<file path="src/rtl/fifo_pwm_pkg.sv">
package fifo_pwm_pkg;

    localparam int ADDR_W = 5;
    localparam int PRE_W  = 12;

    localparam logic [ADDR_W-1:0] A_CTRL   = 5'h00;
    localparam logic [ADDR_W-1:0] A_STAT   = 5'h04;
    localparam logic [ADDR_W-1:0] A_SAMPLE = 5'h0C;
    localparam logic [ADDR_W-1:0] A_PERIOD = 5'h10;

    localparam int C_SWR  = 3;
    localparam int S_FULW = 3;
    localparam int S_ROV  = 4;
    localparam int S_CMP  = 5;
    localparam int S_WERR = 6;

    typedef enum logic [1:0] {
        OM_NORMAL = 2'd0,
        OM_INVERT = 2'd1,
        OM_OFF    = 2'd2,
        OM_OFF2   = 2'd3
    } out_mode_e;

    typedef struct packed {
        out_mode_e        mode;
        logic [PRE_W-1:0] presc;
        logic [1:0]       rpt;
        logic             en;
    } ctrl_t;

    typedef struct packed {
        logic werr;
        logic cmp;
        logic rov;
        logic fulw;
    } flags_t;

    function automatic logic [2:0] reps_last(input logic [1:0] rpt);
        return 3'((4'd1 << rpt) - 4'd1);
    endfunction

    function automatic ctrl_t ctrl_decode(input logic [31:0] w);
        ctrl_t c;
        c.en    = w[0];
        c.rpt   = w[2:1];
        c.presc = w[15:4];
        c.mode  = out_mode_e'(w[19:18]);
        return c;
    endfunction

endpackage

</file>
<file path="src/rtl/fifo_pwm_fifo.sv">
module fifo_pwm_fifo #(
    parameter int W     = 16,
    parameter int DEPTH = 4
) (
    input  logic                       clk,
    input  logic                       rst,
    input  logic                       clr,
    input  logic                       push,
    input  logic                       pop,
    input  logic [W-1:0]               din,
    output logic [W-1:0]               dout,
    output logic [$clog2(DEPTH+1)-1:0] level,
    output logic                       full,
    output logic                       empty
);
    localparam int PTR_W = (DEPTH > 1) ? $clog2(DEPTH) : 1;
    localparam int LVL_W = $clog2(DEPTH+1);

    logic [W-1:0]     mem [DEPTH];
    logic [PTR_W-1:0] rd_q, wr_q;
    logic [LVL_W-1:0] cnt_q;
    logic             do_push, do_pop;

    function automatic logic [PTR_W-1:0] nxt(input logic [PTR_W-1:0] p);
        return (p == PTR_W'(DEPTH-1)) ? '0 : p + 1'b1;
    endfunction

    assign full    = (cnt_q == LVL_W'(DEPTH));
    assign empty   = (cnt_q == '0);
    assign do_push = push && !full && !clr;
    assign do_pop  = pop && !empty && !clr;
    assign dout    = mem[rd_q];
    assign level   = cnt_q;

    always_ff @(posedge clk) begin
        if (do_push) mem[wr_q] <= din;
    end

    always_ff @(posedge clk) begin
        if (rst || clr) begin
            rd_q  <= '0;
            wr_q  <= '0;
            cnt_q <= '0;
        end else begin
            if (do_push) wr_q <= nxt(wr_q);
            if (do_pop)  rd_q <= nxt(rd_q);
            case ({do_push, do_pop})
                2'b10:   cnt_q <= cnt_q + 1'b1;
                2'b01:   cnt_q <= cnt_q - 1'b1;
                default: cnt_q <= cnt_q;
            endcase
        end
    end
endmodule

</file>
<file path="src/rtl/fifo_pwm_timebase.sv">
module fifo_pwm_timebase #(
    parameter int PER_W = 16,
    parameter int PRE_W = 12
) (
    input  logic             clk,
    input  logic             rst,
    input  logic             run,
    input  logic [PRE_W-1:0] presc,
    input  logic [PER_W-1:0] per_raw,
    input  logic [PER_W-1:0] active,
    output logic             started,
    output logic             start_evt,
    output logic             tick,
    output logic             wrap,
    output logic             cmp_evt,
    output logic [PER_W-1:0] cnt,
    output logic [PER_W-1:0] last
);
    localparam logic [PER_W-1:0] PER_ONES = '1;

    logic [PRE_W-1:0] pre_q;
    logic [PER_W-1:0] cnt_q, per_eff;
    logic             started_q;

    assign per_eff   = (per_raw == PER_ONES) ? PER_ONES - 1'b1 : per_raw;
    assign last      = per_eff + 1'b1;
    assign started   = started_q;
    assign start_evt = run && !started_q;
    assign tick      = started_q && (pre_q == presc);
    assign wrap      = tick && (cnt_q >= last);
    assign cmp_evt   = tick && (cnt_q == active);
    assign cnt       = cnt_q;

    always_ff @(posedge clk) begin
        if (rst || !run) begin
            started_q <= 1'b0;
            pre_q     <= '0;
            cnt_q     <= '0;
        end else if (!started_q) begin
            started_q <= 1'b1;
            pre_q     <= '0;
            cnt_q     <= '0;
        end else if (tick) begin
            pre_q <= '0;
            cnt_q <= wrap ? '0 : cnt_q + 1'b1;
        end else begin
            pre_q <= pre_q + 1'b1;
        end
    end
endmodule

</file>
<file path="src/rtl/fifo_pwm_drive.sv">
module fifo_pwm_drive
    import fifo_pwm_pkg::*;
#(
    parameter int PER_W = 16
) (
    input  logic             run,
    input  out_mode_e        mode,
    input  logic [PER_W-1:0] cnt,
    input  logic [PER_W-1:0] active,
    output logic             pwm_out
);
    logic below;
    assign below = (cnt < active);

    always_comb begin
        pwm_out = 1'b0;
        if (run) begin
            unique case (mode)
                OM_NORMAL: pwm_out = below;
                OM_INVERT: pwm_out = !below;
                default:   pwm_out = 1'b0;
            endcase
        end
    end
endmodule

</file>
<file path="src/rtl/fifo_pwm.sv">
module fifo_pwm
    import fifo_pwm_pkg::*;
#(
    parameter int PER_W      = 16,
    parameter int DEPTH      = 4,
    parameter int RST_CYCLES = 4
) (
    input  logic              clk,
    input  logic              rst,
    input  logic              bus_wr,
    input  logic [ADDR_W-1:0] bus_addr,
    input  logic [31:0]       bus_wdata,
    output logic [31:0]       bus_rdata,
    output logic              pwm_out
);
    localparam int LVL_W = $clog2(DEPTH+1);
    localparam int RC_W  = (RST_CYCLES > 1) ? $clog2(RST_CYCLES) : 1;

    ctrl_t            ctrl_q;
    flags_t           flags_q;
    logic [PER_W-1:0] per_q, active_q;
    logic             busy_q;
    logic [RC_W-1:0]  rc_q;
    logic [2:0]       rep_q;

    logic             sel_ctrl, sel_stat, sel_samp, sel_per, swr_go;
    logic             started, start_evt, tick, wrap, cmp_evt, seq_adv;
    logic [PER_W-1:0] tb_cnt, tb_last, fifo_dout;
    logic [LVL_W-1:0] fifo_level;
    logic             fifo_full, fifo_empty, push, pop;
    logic             en_w;
    logic [1:0]       mode_w;

    assign sel_ctrl = bus_wr && (bus_addr == A_CTRL)   && !busy_q;
    assign sel_stat = bus_wr && (bus_addr == A_STAT)   && !busy_q;
    assign sel_samp = bus_wr && (bus_addr == A_SAMPLE);
    assign sel_per  = bus_wr && (bus_addr == A_PERIOD) && !busy_q;
    assign swr_go   = sel_ctrl && bus_wdata[C_SWR];

    assign en_w   = ctrl_q.en;
    assign mode_w = ctrl_q.mode;

    assign seq_adv = start_evt || (wrap && (rep_q == reps_last(ctrl_q.rpt)));
    assign push    = sel_samp && !busy_q;
    assign pop     = seq_adv && !fifo_empty && !swr_go;

    fifo_pwm_fifo #(.W(PER_W), .DEPTH(DEPTH)) u_fifo (
        .clk   (clk),
        .rst   (rst),
        .clr   (swr_go),
        .push  (push),
        .pop   (pop),
        .din   (bus_wdata[PER_W-1:0]),
        .dout  (fifo_dout),
        .level (fifo_level),
        .full  (fifo_full),
        .empty (fifo_empty)
    );

    fifo_pwm_timebase #(.PER_W(PER_W), .PRE_W(PRE_W)) u_tb (
        .clk       (clk),
        .rst       (rst),
        .run       (ctrl_q.en),
        .presc     (ctrl_q.presc),
        .per_raw   (per_q),
        .active    (active_q),
        .started   (started),
        .start_evt (start_evt),
        .tick      (tick),
        .wrap      (wrap),
        .cmp_evt   (cmp_evt),
        .cnt       (tb_cnt),
        .last      (tb_last)
    );

    fifo_pwm_drive #(.PER_W(PER_W)) u_drive (
        .run     (ctrl_q.en && started),
        .mode    (ctrl_q.mode),
        .cnt     (tb_cnt),
        .active  (active_q),
        .pwm_out (pwm_out)
    );

    // control, period and software reset sequencing
    always_ff @(posedge clk) begin
        if (rst) begin
            ctrl_q <= '0;
            per_q  <= '0;
            busy_q <= 1'b0;
            rc_q   <= '0;
        end else if (swr_go) begin
            ctrl_q <= '0;
            per_q  <= '0;
            busy_q <= 1'b1;
            rc_q   <= RC_W'(RST_CYCLES-1);
        end else begin
            if (sel_ctrl) ctrl_q <= ctrl_decode(bus_wdata);
            if (sel_per)  per_q  <= bus_wdata[PER_W-1:0];
            if (busy_q) begin
                if (rc_q == '0) busy_q <= 1'b0;
                else            rc_q   <= rc_q - 1'b1;
            end
        end
    end

    // sample sequencing: repeat counter and active compare value
    always_ff @(posedge clk) begin
        if (rst || swr_go) begin
            rep_q    <= '0;
            active_q <= '0;
        end else begin
            if (start_evt)
                rep_q <= '0;
            else if (wrap)
                rep_q <= seq_adv ? 3'd0 : rep_q + 3'd1;
            if (pop) active_q <= fifo_dout;
        end
    end

    // sticky status flags, write-one-to-clear
    always_ff @(posedge clk) begin
        if (rst || swr_go) begin
            flags_q <= '0;
        end else begin
            flags_q.fulw <= (push && fifo_full) ||
                            (flags_q.fulw && !(sel_stat && bus_wdata[S_FULW]));
            flags_q.rov  <= wrap ||
                            (flags_q.rov  && !(sel_stat && bus_wdata[S_ROV]));
            flags_q.cmp  <= cmp_evt ||
                            (flags_q.cmp  && !(sel_stat && bus_wdata[S_CMP]));
            flags_q.werr <= (sel_samp && busy_q) ||
                            (flags_q.werr && !(sel_stat && bus_wdata[S_WERR]));
        end
    end

    always_comb begin
        bus_rdata = '0;
        unique case (bus_addr)
            A_CTRL: begin
                bus_rdata[0]     = ctrl_q.en;
                bus_rdata[2:1]   = ctrl_q.rpt;
                bus_rdata[C_SWR] = busy_q;
                bus_rdata[15:4]  = ctrl_q.presc;
                bus_rdata[19:18] = ctrl_q.mode;
            end
            A_STAT: begin
                bus_rdata[LVL_W-1:0] = fifo_level;
                bus_rdata[S_FULW]    = flags_q.fulw;
                bus_rdata[S_ROV]     = flags_q.rov;
                bus_rdata[S_CMP]     = flags_q.cmp;
                bus_rdata[S_WERR]    = flags_q.werr;
            end
            A_SAMPLE: if (ctrl_q.en) bus_rdata[PER_W-1:0] = active_q;
            A_PERIOD: bus_rdata[PER_W-1:0] = per_q;
            default:  bus_rdata = '0;
        endcase
    end
endmodule

</file>
<file path="config.mk">
export PLATFORM = sky130hd
export DESIGN_NAME = fifo_pwm
export DESIGN_NICKNAME = d
export VERILOG_FILES = /design/src/rtl/fifo_pwm_pkg.sv /design/src/rtl/fifo_pwm_fifo.sv /design/src/rtl/fifo_pwm_timebase.sv /design/src/rtl/fifo_pwm_drive.sv /design/src/rtl/fifo_pwm.sv
export SDC_FILE = /design/constraint.sdc
export NUM_CORES = 1
export LEC_CHECK = 0
export CORE_ASPECT_RATIO = 0.6
export CORE_MARGIN = 1.5
export CORE_UTILIZATION = 60
export CTS_CLUSTER_DIAMETER = 40
export DETAILED_ROUTE_END_ITERATION = 10
export PLACE_DENSITY = 0.89
export REMOVE_ABC_BUFFERS = 1
export SYNTH_ARGS = -nofsm -noshare
export SYNTH_HDL_FRONTEND = slang
export SYNTH_SLANG_ARGS = --single-unit
</file>
<file path="constraint.sdc">
create_clock -name clk -period 10.1 [get_ports clk]
set_clock_uncertainty 0.05 [all_clocks]
set_input_delay 2.02 -clock clk [delete_from_list [all_inputs] [get_ports clk]]
set_output_delay 2.02 -clock clk [all_outputs]
set_load 0.05 [all_outputs]
</file>
==> results_tabular.tex <==
\begin{tabular}{lr}
\hline
Metric & Value \\
\hline
\multicolumn{2}{l}{\textbf{Detailed routing}} \\
Detailed Route Iter0 Violations & 761 \\
Residual antenna-violating net count after detailed routing & 0 \\
Routed wire per std cell & 19.5 microns \\
Number of iterations in the first detailed-routing pass & 7 \\
Total wire length & 19,300 microns \\
Vias per cell & 6.26 \\
DR DRC count & 0 \\
Total via count after detailed routing & 6,185 \\
\multicolumn{2}{l}{\textbf{STA}} \\
Final TNS setup & 0 ps \\
Achievable frequency & 142 MHz \\
Slew at the pin with the worst max-slew slack & 1050 ps \\
Final setup violation count & 0 \\
Fin crit period & 7060 ps \\
Headroom to the max-slew limit & 30.1\% \\
Count of pins over their slew limit & 0 \\
Final worst-path cycle share & 69.9\% \\
Number of failing hold endpoints at the final stage & 0 \\
RSZ-0062 raised after global routing & no \\
\multicolumn{2}{l}{\textbf{Power and ir drop}} \\
Leakage component of the power & 3.15 nW \\
Part of the total power dissipated in the clock network & 46.8\% \\
PwrDens & 151 mW/mm\^{}2 \\
Seq pwr share & 49.8\% \\
Worst vdd rail ir drop & 0.000101 V \\
Cell internal power dissipation & 1.05 mW \\
Power spent charging and discharging nets & 300 uW \\
Proportion of power drawn by combinational gates & 3.4\% \\
Fraction of power spent switching nets & 22.3\% \\
\multicolumn{2}{l}{\textbf{Place}} \\
Routability congestion estimate from global placement & 0.919 \\
Placed instance area & 0.00833 sq mm \\
Detail Placement HPWL & 13,200 microns \\
Placed Cells incl. Taps & 956 \\
Count of input and output buffers & 44 \\
\multicolumn{2}{l}{\textbf{Synth}} \\
Post-Synthesis Mean Instance Area & 10.1 sq um \\
Synthesized netlist cell count & 776 \\
Unique masters post-synth & 45 \\
Ys flop type & sky130\_fd\_sc\_hd\_\_dfxtp\_1 \\
Post-synthesis instance area & 0.00785 sq mm \\
Number of warnings printed during yosys synthesis & 0 \\
FF+latch count, synth & 159 \\
Share of synthesized area occupied by flip-flops and latches & 48.7\% \\
Count of flip-flops with a built-in enable after synthesis & 64 \\
Fraction of registers with async set/reset & 0\% \\
\multicolumn{2}{l}{\textbf{Clock network}} \\
Cts-stage hold buffer count & 0 \\
Post-CTS clock slew at the launch and capture registers of the worst setup and hold paths & 60 ps \\
Root buffer cell & sky130\_fd\_sc\_hd\_\_clkbuf\_16 \\
Total setup buffers inserted after CTS & 0 \\
Count of instances resized after the clock tree is built & 0 \\
Clock insertion delay at the later pin of the skew report & 420 ps \\
Number of clock buffers inserted by TritonCTS & 17 \\
Clock tree buffer depth & 2 \\
H-tree levels & 4 \\
CTS tree & yes \\
\# clock sinks & 159 \\
\multicolumn{2}{l}{\textbf{Setup path}} \\
Most frequent cell on the critical path & sky130\_fd\_sc\_hd\_\_clkdlybuf4s50\_1 \\
Delay contributed by the slowest stage of the critical path & 800 ps \\
Total buffers and inverters traversed by the critical path & 3 \\
Crit Path Max Fanout & 16 \\
Critical path class & primary input to output pin \\
Type of destination of the critical path & output pin \\
Critical path startpoint category & primary input \\
Required arrival time at the worst endpoint & 8030 ps \\
Critical path arrival & 4990 ps \\
Cell class contributing the biggest share of worst-path delay & simple AND/OR/NAND/NOR gates \\
Cell chain of the critical path & clkdlybuf4s50\_1, nor3\_1, and3\_1, and2\_1, a222oi\_1, inv\_1, clkdlybuf4s50\_1 \\
Cell at the slowest stage of the critical path & sky130\_fd\_sc\_hd\_\_clkdlybuf4s50\_1 \\
\multicolumn{2}{l}{\textbf{Floorplanning}} \\
Total core area & 0.0128 sq mm \\
Initial core utilization & 61.2\% \\
Floorplan die area & 0.0138 sq mm \\
Number of ports placed on the die boundary & 73 \\
Standard-cell rows & 32 \\
Die width & 151 microns \\
Die Y-Extent & 91.6 microns \\
\multicolumn{2}{l}{\textbf{Layout}} \\
Non-filler cells in the finished layout & 988 \\
\# nets final & 889 \\
Synthesis-to-finish area growth & 13.4\% \\
Share of cells above drive strength 1 & 6.23\% \\
Non-Filler Cell Area, Final & 0.00890 sq mm \\
Fillers & 929 \\
Antenna Cells & 0 \\
\multicolumn{2}{l}{\textbf{Global route}} \\
Total global routing track utilization & 29.6\% \\
Antenna violations before repair & 0 \\
Overflow left after global routing & 0 \\
Met3 capacity usage during global routing & 7.09\% \\
Met2 Usage GRT & 44.8\% \\
Vias in the first global route & 5,895 \\
Global routing met1 resource utilization & 41.6\% \\
Maximum number of pins on one net before global-route repair & 59 \\
Global-route layer with the greatest usage & met2 \\
Global-route wire length before repair & 30,600 microns \\
\multicolumn{2}{l}{\textbf{Job}} \\
MaxCap Viol Count & 0 \\
\multicolumn{2}{l}{\textbf{Run status}} \\
Status & finished clean \\
\multicolumn{2}{l}{\textbf{Min path}} \\
Type of the most critical hold path & flip-flop to flip-flop \\
\hline
\end{tabular}
## path summary, 6_finish.rpt
check / depth (start not counted) / endpoint / start / slack, ps
hold reg to reg: 2 / flags_q[1] / flags_q[1] / 430
setup / recovery: 7 / bus_rdata[10] / bus_addr[4] / 3040
hold / removal: 2 / flags_q[1] / flags_q[1] / 430
setup reg to reg: 24 / u_fifo.level[2] / per_q[9] / 3510
## worst register-to-register path, stage by stage (launching register included)
cell and delay [ps]:
sky130_fd_sc_hd__dfxtp_1 450, sky130_fd_sc_hd__and3_1 250, sky130_fd_sc_hd__nand4_1 180, sky130_fd_sc_hd__nor3_1 280, sky130_fd_sc_hd__nand2_1 90, sky130_fd_sc_hd__nand2_1 110, sky130_fd_sc_hd__inv_1 50, sky130_fd_sc_hd__ha_1 240
sky130_fd_sc_hd__nand2_1 80, sky130_fd_sc_hd__nor2_1 70, sky130_fd_sc_hd__nand2_1 80, sky130_fd_sc_hd__xor2_1 80, sky130_fd_sc_hd__ha_1 320, sky130_fd_sc_hd__nand4_1 170, sky130_fd_sc_hd__or4_1 550, sky130_fd_sc_hd__o32a_1 390
sky130_fd_sc_hd__a2111oi_4 990, sky130_fd_sc_hd__or2_1 830, sky130_fd_sc_hd__ha_1 330, sky130_fd_sc_hd__inv_1 70, sky130_fd_sc_hd__fa_1 370, sky130_fd_sc_hd__xor2_1 150, sky130_fd_sc_hd__nor2_1 120, sky130_fd_sc_hd__xnor2_1 130
sky130_fd_sc_hd__nor2_1 50
## layout by cell type, fill, tap and decap left out, types with 15 or more instances in the layout
master                            instances
sky130_fd_sc_hd__edfxtp_1                64
sky130_fd_sc_hd__nand4_1                 25
sky130_fd_sc_hd__dfxtp_1                 95
sky130_fd_sc_hd__xor2_1                  30
sky130_fd_sc_hd__inv_1                   40
sky130_fd_sc_hd__a222oi_1                16
sky130_fd_sc_hd__a21oi_1                 58
sky130_fd_sc_hd__o31ai_1                 16
sky130_fd_sc_hd__o211ai_1                15
sky130_fd_sc_hd__nand3_1                 21
sky130_fd_sc_hd__clkbuf_16               17
sky130_fd_sc_hd__xnor2_1                 22
sky130_fd_sc_hd__ha_1                    43
sky130_fd_sc_hd__nor2_1                  51
sky130_fd_sc_hd__mux4_2                  16
sky130_fd_sc_hd__clkdlybuf4s50_1         44
sky130_fd_sc_hd__and3_1                  20
sky130_fd_sc_hd__nand2_1                116
## power groups by stage
stage	sequential, mW	clock, mW	combinational, mW
2_1_floorplan	0.684	0	0.0227
3_3_place_gp	0.684	0	0.0435
3_5_place_dp	0.684	0	0.0445
4_1_cts	0.670	0.631	0.0447
5_1_grt	0.670	0.655	0.0484
6_report	0.670	0.630	0.0456
## synth_stat cells, types with 4 or more instances
library cell / n / share of area, %
sky130_fd_sc_hd__nand2b_1: 4 / 0.32
sky130_fd_sc_hd__nor2b_1: 5 / 0.40
sky130_fd_sc_hd__and3_1: 20 / 1.6
sky130_fd_sc_hd__nand3_1: 21 / 1.3
sky130_fd_sc_hd__o21ai_0: 10 / 0.64
sky130_fd_sc_hd__dfxtp_1: 95 / 24
sky130_fd_sc_hd__mux2i_1: 7 / 0.89
sky130_fd_sc_hd__nor2_1: 51 / 2.4
sky130_fd_sc_hd__xor2_1: 30 / 3.3
sky130_fd_sc_hd__nor3_1: 5 / 0.32
sky130_fd_sc_hd__buf_4: 14 / 1.3
sky130_fd_sc_hd__a21o_1: 6 / 0.57
sky130_fd_sc_hd__mux4_2: 16 / 4.6
sky130_fd_sc_hd__nand2_1: 116 / 5.5
sky130_fd_sc_hd__nand4_1: 25 / 2.0
sky130_fd_sc_hd__xnor2_1: 22 / 2.5
sky130_fd_sc_hd__or3_1: 4 / 0.32
sky130_fd_sc_hd__and2_1: 8 / 0.64
sky130_fd_sc_hd__edfxtp_1: 64 / 24
sky130_fd_sc_hd__o31ai_1: 16 / 1.5
sky130_fd_sc_hd__a222oi_1: 16 / 2.0
sky130_fd_sc_hd__a21oi_1: 58 / 3.7
sky130_fd_sc_hd__o21a_1: 5 / 0.48
sky130_fd_sc_hd__o211ai_1: 15 / 1.4
sky130_fd_sc_hd__ha_1: 43 / 6.9
sky130_fd_sc_hd__clkbuf_1: 33 / 1.6
sky130_fd_sc_hd__inv_1: 40 / 1.9
## state kept, by name, indices dropped and copies added, names as in the netlist, 3 cells and up
register      cells
u_fifo.mem       64
active_q         16
per_q            16
u_tb.cnt         16
ctrl_q           14
u_tb.pre_q       12
flags_q           4
rep_q             3
u_fifo.level      3
## stage by stage
stage	util (%)	hold slack, ps	worst slack (ps)	total power [mW]
floorplan	-	386	4540	0.706
global placement	65.0	400	3160	0.728
detailed placement	65.0	408	3160	0.729
CTS	69.5	430	3160	1.35
global route	69.5	460	2870	1.37
finish	69.5	435	3040	1.35
## layer usage
| metal | part of all wire (%) | wire, microns |
|---|---|---|
| met3 | 10 | 2020 |
| met5 | 0 | 0 |
| met4 | 2.0 | 395 |
| met1 | 43 | 8350 |
| met2 | 44 | 8540 |
## cell families after synthesis
logic type | count (synthesis) | share of synthesized area [%]
xor gates and xnor gates | 52 | 5.80
AOI/OAI and AO/OA | 138 | 11.8
other | 1 | 0.0478
and+or+nand+nor | 267 | 15.7
buffers and inverters | 92 | 5.28
muxes | 23 | 5.49
adders and majority gates | 44 | 7.11
DFF | 159 | 48.7
## area by class of cell
type | instances | area [sq um] | share of cell area (%)
tap | 170 | 213 | 2.39
inverter | 40 | 150 | 1.69
clock inverter | 13 | 138 | 1.55
multi-input combinational | 538 | 3670 | 41.2
sequential | 159 | 3820 | 43.0
clock buffer | 19 | 433 | 4.86
timing repair buffer | 49 | 478 | 5.37
No activity file was read; power rests on OpenSTA's default activity.
